$ cat config.mk
export PLATFORM = sky130hd
export DESIGN_NAME = apt_xlate
export DESIGN_NICKNAME = d
export VERILOG_FILES = /design/src/rtl/apt_pkg.sv /design/src/rtl/apt_cfg.sv /design/src/rtl/apt_tlb.sv /design/src/rtl/apt_xlate.sv
export SDC_FILE = /design/constraint.sdc
export NUM_CORES = 1
export LEC_CHECK = 0
export BUFFER_PORTS_ARGS = -buffer_cell sky130_fd_sc_hd__buf_2
export CORE_ASPECT_RATIO = 0.5
export CORE_MARGIN = 4
export CORE_UTILIZATION = 55
export CTS_CLUSTER_SIZE = 10
export DETAILED_ROUTE_END_ITERATION = 10
export HOLD_SLACK_MARGIN = 0.03
export PLACE_DENSITY_LB_ADDON = 0.05
export SYNTH_ARGS = -nofsm -noshare
export SYNTH_HDL_FRONTEND = slang
export SYNTH_SLANG_ARGS = --single-unit
$ cat constraint.sdc
create_clock -name clk -period 7.9 [get_ports clk]
set_input_delay 0.79 -clock clk [delete_from_list [all_inputs] [get_ports clk]]
set_output_delay 0.79 -clock clk [all_outputs]
set_load 0.02 [all_outputs]
$ cat src/rtl/apt_pkg.sv
package apt_pkg;
   localparam int WORD_W = 32;

   typedef enum logic [1:0] {
      ST_IDLE,
      ST_LOOK,
      ST_WAIT
   } apt_state_e;

   localparam logic [1:0] SEL_APER = 2'd0;
   localparam logic [1:0] SEL_TBL  = 2'd1;
   localparam logic [1:0] SEL_CTRL = 2'd2;
   localparam logic [1:0] SEL_STAT = 2'd3;

   localparam int CTL_INV = 0;
   localparam int CTL_EN  = 8;
   localparam int CTL_RST = 16;
   localparam int CTL_OFF = 17;

   function automatic logic [WORD_W-1:0] swap_bytes(input logic [WORD_W-1:0] w);
      return {w[7:0], w[15:8], w[23:16], w[31:24]};
   endfunction
endpackage

$ cat src/rtl/apt_cfg.sv
module apt_cfg
   import apt_pkg::*;
#(
   parameter int APER_BITS = 4,
   parameter int SIZE_W    = 12
) (
   input  logic                     clk,
   input  logic                     rst_n,
   input  logic                     we,
   input  logic [1:0]               sel,
   input  logic [WORD_W-1:0]        wdata,
   input  logic                     busy,
   output logic [WORD_W-1:0]        rdata,
   output logic [APER_BITS-1:0]     aper_tag,
   output logic [WORD_W-SIZE_W-1:0] tbl_page,
   output logic [SIZE_W-1:0]        tbl_pages,
   output logic                     enable,
   output logic                     flush
);
   localparam int LOW_W = WORD_W - APER_BITS;

   logic [APER_BITS-1:0] aper_q;
   logic [WORD_W-1:0]    tbl_q;
   logic                 en_q;

   always_ff @(posedge clk) begin
      if (!rst_n) begin
         aper_q <= '0;
         tbl_q  <= '0;
         en_q   <= 1'b0;
      end else if (we) begin
         case (sel)
            SEL_APER: aper_q <= wdata[WORD_W-1 -: APER_BITS];
            SEL_TBL:  tbl_q  <= wdata;
            SEL_CTRL: en_q   <= wdata[CTL_EN] & ~wdata[CTL_OFF];
            default: ;
         endcase
      end
   end

   assign flush     = we && (sel == SEL_CTRL) && (wdata[CTL_INV] || wdata[CTL_RST]);
   assign aper_tag  = aper_q;
   assign tbl_page  = tbl_q[WORD_W-1:SIZE_W];
   assign tbl_pages = tbl_q[SIZE_W-1:0];
   assign enable    = en_q;

   always_comb begin
      rdata = '0;
      case (sel)
         SEL_APER: rdata = {aper_q, {LOW_W{1'b0}}};
         SEL_TBL:  rdata = tbl_q;
         SEL_CTRL: rdata[CTL_EN] = en_q;
         default:  rdata[0] = busy;
      endcase
   end
endmodule

$ cat src/rtl/apt_tlb.sv
module apt_tlb #(
   parameter int DEPTH  = 8,
   parameter int TAG_W  = 20,
   parameter int DATA_W = 20
) (
   input  logic              clk,
   input  logic              rst_n,
   input  logic              flush,
   input  logic [TAG_W-1:0]  look_tag,
   output logic              hit,
   output logic [DATA_W-1:0] hit_data,
   input  logic              fill,
   input  logic [TAG_W-1:0]  fill_tag,
   input  logic [DATA_W-1:0] fill_data
);
   localparam int PTR_W = (DEPTH > 1) ? $clog2(DEPTH) : 1;
   localparam logic [PTR_W-1:0] LAST = PTR_W'(DEPTH - 1);

   if (DEPTH < 2) begin : g_bad_depth
      $error("apt_tlb: DEPTH must be at least 2");
   end

   logic [DEPTH-1:0]  vld_q;
   logic [TAG_W-1:0]  tag_q [DEPTH];
   logic [DATA_W-1:0] dat_q [DEPTH];
   logic [PTR_W-1:0]  ptr_q;
   logic [DEPTH-1:0]  match;

   for (genvar g = 0; g < DEPTH; g++) begin : g_way
      assign match[g] = vld_q[g] && (tag_q[g] == look_tag);

      always_ff @(posedge clk) begin
         if (!rst_n) begin
            vld_q[g] <= 1'b0;
            tag_q[g] <= '0;
            dat_q[g] <= '0;
         end else if (flush) begin
            vld_q[g] <= 1'b0;
         end else if (fill && ptr_q == PTR_W'(g)) begin
            vld_q[g] <= 1'b1;
            tag_q[g] <= fill_tag;
            dat_q[g] <= fill_data;
         end
      end
   end

   always_ff @(posedge clk) begin
      if (!rst_n || flush) ptr_q <= '0;
      else if (fill)       ptr_q <= (ptr_q == LAST) ? '0 : ptr_q + 1'b1;
   end

   always_comb begin
      hit_data = '0;
      for (int i = 0; i < DEPTH; i++)
         if (match[i]) hit_data = hit_data | dat_q[i];
   end
   assign hit = |match;

   AST_FLUSH_EMPTIES: assert property (@(posedge clk) disable iff (!rst_n)
      flush |=> (vld_q == '0)) else $error("flush left entries");
   AST_SINGLE_MATCH: assert property (@(posedge clk) disable iff (!rst_n)
      $onehot0(match)) else $error("duplicate cache match");
endmodule

$ cat src/rtl/apt_xlate.sv
module apt_xlate
   import apt_pkg::*;
#(
   parameter int PAGE_SHIFT = 12,
   parameter int APER_BITS  = 4,
   parameter int TLB_DEPTH  = 8
) (
   input  logic              clk,
   input  logic              rst_n,
   input  logic              cfg_we,
   input  logic [1:0]        cfg_sel,
   input  logic [WORD_W-1:0] cfg_wdata,
   output logic [WORD_W-1:0] cfg_rdata,
   input  logic              req_valid,
   output logic              req_ready,
   input  logic [WORD_W-1:0] req_addr,
   output logic              resp_valid,
   output logic              resp_err,
   output logic [WORD_W-1:0] resp_addr,
   output logic              mem_req,
   output logic [WORD_W-1:0] mem_addr,
   input  logic              mem_rvalid,
   input  logic [WORD_W-1:0] mem_rdata
);
   localparam int VPN_W  = WORD_W - PAGE_SHIFT;
   localparam int IDX_HI = WORD_W - APER_BITS - 1;
   localparam int SIZE_W = PAGE_SHIFT;
   localparam int EPP_SH = PAGE_SHIFT - 2;
   localparam int CMP_W  = WORD_W + 1;

   if (PAGE_SHIFT < 3 || APER_BITS < 1 || IDX_HI < PAGE_SHIFT) begin : g_bad_geom
      $error("apt_xlate: invalid page or aperture geometry");
   end

   apt_state_e state_q;
   logic [WORD_W-1:0] req_q;
   logic stale_q;

   logic [APER_BITS-1:0] aper_tag;
   logic [VPN_W-1:0]     tbl_page;
   logic [SIZE_W-1:0]    tbl_pages;
   logic                 enable, flush, busy;

   logic              hit, fill;
   logic [VPN_W-1:0]  hit_data;
   logic [WORD_W-1:0] ent_sw;
   logic [CMP_W-1:0]  idx_ext, lim_ext;
   logic [WORD_W-1:0] fetch_addr;
   logic              in_aper, over, err_pre;

   assign busy      = (state_q != ST_IDLE);
   assign req_ready = (state_q == ST_IDLE);

   apt_cfg #(.APER_BITS(APER_BITS), .SIZE_W(SIZE_W)) i_cfg (
      .clk(clk), .rst_n(rst_n), .we(cfg_we), .sel(cfg_sel), .wdata(cfg_wdata),
      .busy(busy), .rdata(cfg_rdata), .aper_tag(aper_tag), .tbl_page(tbl_page),
      .tbl_pages(tbl_pages), .enable(enable), .flush(flush)
   );

   assign in_aper    = (req_q[WORD_W-1 -: APER_BITS] == aper_tag);
   assign idx_ext    = CMP_W'(req_q[IDX_HI:PAGE_SHIFT]);
   assign lim_ext    = CMP_W'(tbl_pages) << EPP_SH;
   assign over       = (idx_ext >= lim_ext);
   assign err_pre    = !enable || !in_aper || over;
   assign fetch_addr = {tbl_page, {SIZE_W{1'b0}}} + (WORD_W'(req_q[IDX_HI:PAGE_SHIFT]) << 2);
   assign ent_sw     = swap_bytes(mem_rdata);
   assign fill       = (state_q == ST_WAIT) && mem_rvalid && ent_sw[0] && !stale_q;

   apt_tlb #(.DEPTH(TLB_DEPTH), .TAG_W(VPN_W), .DATA_W(VPN_W)) i_tlb (
      .clk(clk), .rst_n(rst_n), .flush(flush), .look_tag(req_q[WORD_W-1:PAGE_SHIFT]),
      .hit(hit), .hit_data(hit_data), .fill(fill),
      .fill_tag(req_q[WORD_W-1:PAGE_SHIFT]), .fill_data(ent_sw[WORD_W-1:PAGE_SHIFT])
   );

   always_ff @(posedge clk) begin
      if (!rst_n) begin
         state_q    <= ST_IDLE;
         req_q      <= '0;
         stale_q    <= 1'b0;
         resp_valid <= 1'b0;
         resp_err   <= 1'b0;
         resp_addr  <= '0;
         mem_req    <= 1'b0;
         mem_addr   <= '0;
      end else begin
         resp_valid <= 1'b0;
         mem_req    <= 1'b0;
         case (state_q)
            ST_IDLE: begin
               if (req_valid) begin
                  req_q   <= req_addr;
                  state_q <= ST_LOOK;
               end
            end
            ST_LOOK: begin
               stale_q <= 1'b0;
               if (err_pre) begin
                  resp_valid <= 1'b1;
                  resp_err   <= 1'b1;
                  resp_addr  <= '0;
                  state_q    <= ST_IDLE;
               end else if (hit) begin
                  resp_valid <= 1'b1;
                  resp_err   <= 1'b0;
                  resp_addr  <= {hit_data, req_q[PAGE_SHIFT-1:0]};
                  state_q    <= ST_IDLE;
               end else begin
                  mem_req  <= 1'b1;
                  mem_addr <= fetch_addr;
                  state_q  <= ST_WAIT;
               end
            end
            ST_WAIT: begin
               if (flush) stale_q <= 1'b1;
               if (mem_rvalid) begin
                  resp_valid <= 1'b1;
                  resp_err   <= !ent_sw[0];
                  resp_addr  <= ent_sw[0] ? {ent_sw[WORD_W-1:PAGE_SHIFT], req_q[PAGE_SHIFT-1:0]} : '0;
                  state_q    <= ST_IDLE;
               end
            end
            default: state_q <= ST_IDLE;
         endcase
      end
   end

   AST_FETCH_SINGLE: assert property (@(posedge clk) disable iff (!rst_n)
      mem_req |=> !mem_req) else $error("fetch wider than one cycle");
   AST_FETCH_NEEDS_ENABLE: assert property (@(posedge clk) disable iff (!rst_n)
      mem_req |-> $past(enable)) else $error("fetch while disabled");
   AST_RESP_PULSE: assert property (@(posedge clk) disable iff (!rst_n)
      resp_valid |=> !resp_valid) else $error("response held");
   AST_BUSY_NO_ACCEPT: assert property (@(posedge clk) disable iff (!rst_n)
      mem_req |-> (cfg_sel != SEL_STAT || cfg_rdata[0])) else $error("idle during fetch");
endmodule

==> results.json <==
{
  "status": "finished clean",
  "viasPerCell": 6.03,
  "rows": 52,
  "final_common_cell": "and2_1",
  "async_reset_ff_frac": 0,
  "area.growth.synth_to_final_pct": 13.6,
  "synth_mux_area_frac": 0.00801,
  "ys_top_cells_by_area": "edfxtp_1 43%, dfxtp_1 13%, and2_1 9.7%",
  "critPathCaptureType": "flip-flop",
  "finalWeightedCongestion": 0.880,
  "die_h_um": 151,
  "synth-compound-area-share": 0.0724,
  "combPwrFrac": 0.080,
  "fillers": 3273,
  "power_density_mw_per_mm2": 211,
  "p_int_mw": 4.07,
  "period_share": 0.533,
  "synth_top_area_cell": "edfxtp_1",
  "max_slew_margin": 0.133,
  "grt_first_pass_wirelength_um": 99500,
  "netlist_area_mm2": 0.0225,
  "drive_gt1_frac": 0.151,
  "yosys.area_share.adder": 0.0148,
  "via_count": 17000,
  "syn_inst": 2125,
  "busiest_layer": "met2",
  "cts_root_buf": "clkbuf_16",
  "power_frac_clock": 0.412,
  "nets": 2370,
  "p_sw_frac": 0.246,
  "critPathLaunchType": "flip-flop",
  "setup_viol": 0,
  "setup_tns_ns": 0,
  "avgSynthCellArea_um2": 10.6,
  "hold_viol": 0,
  "synth-xor-area-share": 0.0701,
  "synth_edf_count": 320,
  "die_w_um": 294,
  "ys.flop_type": "edfxtp_1",
  "crit_required_ns": 8.41,
  "synthSimpleGateAreaFrac": 0.235,
  "switchingPower_mw": 1.33,
  "irDropWorstVdd_mv": 0.149,
  "final_core_util": 0.632,
  "p_leak_nw": 9.48,
  "synth.distinct_cells": 49,
  "regArea_mm2": 0.0126,
  "period_needed_ns": 4.21,
  "die-area_mm2": 0.0444,
  "path_cells": "buf_4 -> xor2_1 -> or3_1 -> or4_1 -> nor4_1 -> nor4_1 -> buf_4 -> nand4_2 -> and3_1 -> a22o_1",
  "final_cell_mix": "347 x and2_1, 320 x edfxtp_1, 201 x nand2_1",
  "ys_warn_count": 0,
  "start_util": 0.557,
  "antenna_found_initial": 6,
  "grt_pass1_vias": 16300,
  "synth_top_family_by_area": "simple AND/OR/NAND/NOR gates",
  "clock_sinks": 468,
  "grt.overflow.total": 0,
  "core-area_mm2": 0.0404,
  "worst_path_max_delay_cell": "and3_1",
  "pre_cts_slack_ns": 3.74,
  "synth_seq_area_share": 0.559,
  "grt_util_all_layers": 0.295,
  "use_met3": 0.0779,
  "power_frac_seq": 0.508,
  "ys_ff_latch": 468,
  "drv_cap": 0,
  "r2r_cells": 10,
  "fin_ws_ns": 3.69,
  "rsz0062_at_grt": "no",
  "clkTransAtPathRegs_ns": 0.06,
  "cts_setup_buffers": 0,
  "fmax_ghz": 0.238,
  "routedWlPerCell_um": 23.5,
  "synth_top_area_frac": 0.427,
  "ctsHoldBuffers": 0,
  "drc": 0,
  "cp_max_fo": 20,
  "critical_path_class": "flip-flop to flip-flop",
  "grt_max_degree": 98,
  "cts_buffers": 52,
  "multi_input_area_mm2": 0.00929,
  "drt_pass1_iterations": 6,
  "holdCritPathClass": "flip-flop to flip-flop",
  "use_met1": 0.415,
  "tritoncts": "yes",
  "io_pins": 203,
  "fin_skew_ns": 0.0225,
  "tightest_slew_ns": 1.30,
  "initialDrtViolationCount": 1846,
  "cpPeakStageDelay_ns": 0.90,
  "use_met2": 0.454,
  "htree_num_levels": 2,
  "wl_um": 66200,
  "clk_latency_ns": 0.58,
  "dp_hpwl_um": 39600,
  "postCtsResizedCells": 0,
  "clock_path_buffers": 3,
  "final-max-slew-violation-count": 0,
  "holdPathStages": 2,
  "final_antenna_net_count": 0,
  "port_buffers": 189,
  "worstPathArrival_ns": 4.72
}
## through the flow
step	power, mW	area, um^2	std cells	hold slack [ns]
after floorplan	3.04	22500	2126	0.437
after global placement	3.21	24100	2727	0.439
after detailed placement	3.22	24100	2727	0.445
after CTS	5.42	25500	2819	0.424
after global routing	5.56	25500	2819	0.443
final	5.40	25600	2820	0.448
## routing by layer
| metal | vias to the layer above | routed length [um] |
|---|---|---|
| li1 | 7860 | - |
| met4 | 10 | 1760 |
| met1 | 8134 | 28500 |
| met3 | 142 | 7070 |
| met5 | - | 69 |
| met2 | 858 | 28800 |
## Yosys cell counts (2+ instances only)
cell,count
edfxtp_1,320
buf_6,6
or4_1,4
dfxtp_1,148
o21ai_1,3
o22ai_1,80
and4_1,4
nand4_1,194
a21o_1,10
nand3_1,17
nor4_1,66
or3_1,2
buf_4,3
mux2i_1,18
nand2b_1,2
a22oi_1,2
nor3b_1,4
nor3_1,21
clkbuf_1,153
and3_1,7
and2_1,347
inv_1,30
buf_1,4
a21oi_1,86
o21ai_0,46
xor2_1,121
nor2_1,49
nand3b_1,2
xnor2_1,59
nor2b_1,2
nand2_1,204
buf_2,24
a211oi_1,11
nor4b_1,14
a22o_1,24
ha_1,25
## registers in the layout, indices dropped and copies added (netlist names), 4 cells and up
name            flops
i_cfg.tbl_q        32
i_cfg.aper_tag      4
i_tlb.vld_q         8
resp_addr          32
i_tlb.dat_q       160
req_q              32
mem_addr           30
i_tlb.tag_q       160
## logic make-up (layout without fill, tap and decap cells)
| family | Yosys count | in the layout |
|---|---|---|
| AND/OR/NAND/NOR | 942 | 942 |
| flip-flops | 468 | 468 |
| AO/OA/AOI/OAI | 269 | 269 |
| buffers and inverters | 221 | 374 |
| XOR/XNOR | 180 | 180 |
| adder cells (fa/ha/maj) | 26 | 26 |
| multiplexers | 18 | 18 |
| other | 1 | 3 |
## worst max-delay path, delay by kind of cell (launching register included)
family	cells	cell delay, ns
DFF	1	0.32
buffers and inverters	2	0.54
and+or+nand+nor	6	2.84
xor gates and xnor gates	1	0.15
AOI/OAI and AO/OA	1	0.26
## power by group through the flow
stage	registers (mW)	clock network (mW)	logic (mW)
floorplan	2.78	0	0.260
global placement	2.79	0	0.422
detailed placement	2.80	0	0.426
CTS	2.74	2.25	0.428
global route	2.75	2.35	0.464
finish	2.74	2.22	0.433
## cell type report
| class | count | share of cell area |
|---|---|---|
| timing repair buffer | 251 | 0.0552 |
| clock buffer | 92 | 0.0580 |
| sequential | 468 | 0.492 |
| tap | 540 | 0.0264 |
| inverter | 31 | 0.00460 |
| antenna | 1 | 0.0000979 |
| multi-input combinational | 1437 | 0.364 |
## final timing paths
path / from / to / slack, ns
worst max-delay path: req_q[13] / resp_addr[31] / 3.69
worst max register to register: req_q[13] / resp_addr[31] / 3.69
worst min-delay path: mem_addr[18] / mem_addr[18] / 0.45
worst min register to register: mem_addr[18] / mem_addr[18] / 0.45
Power figures use the tool's default switching activity.
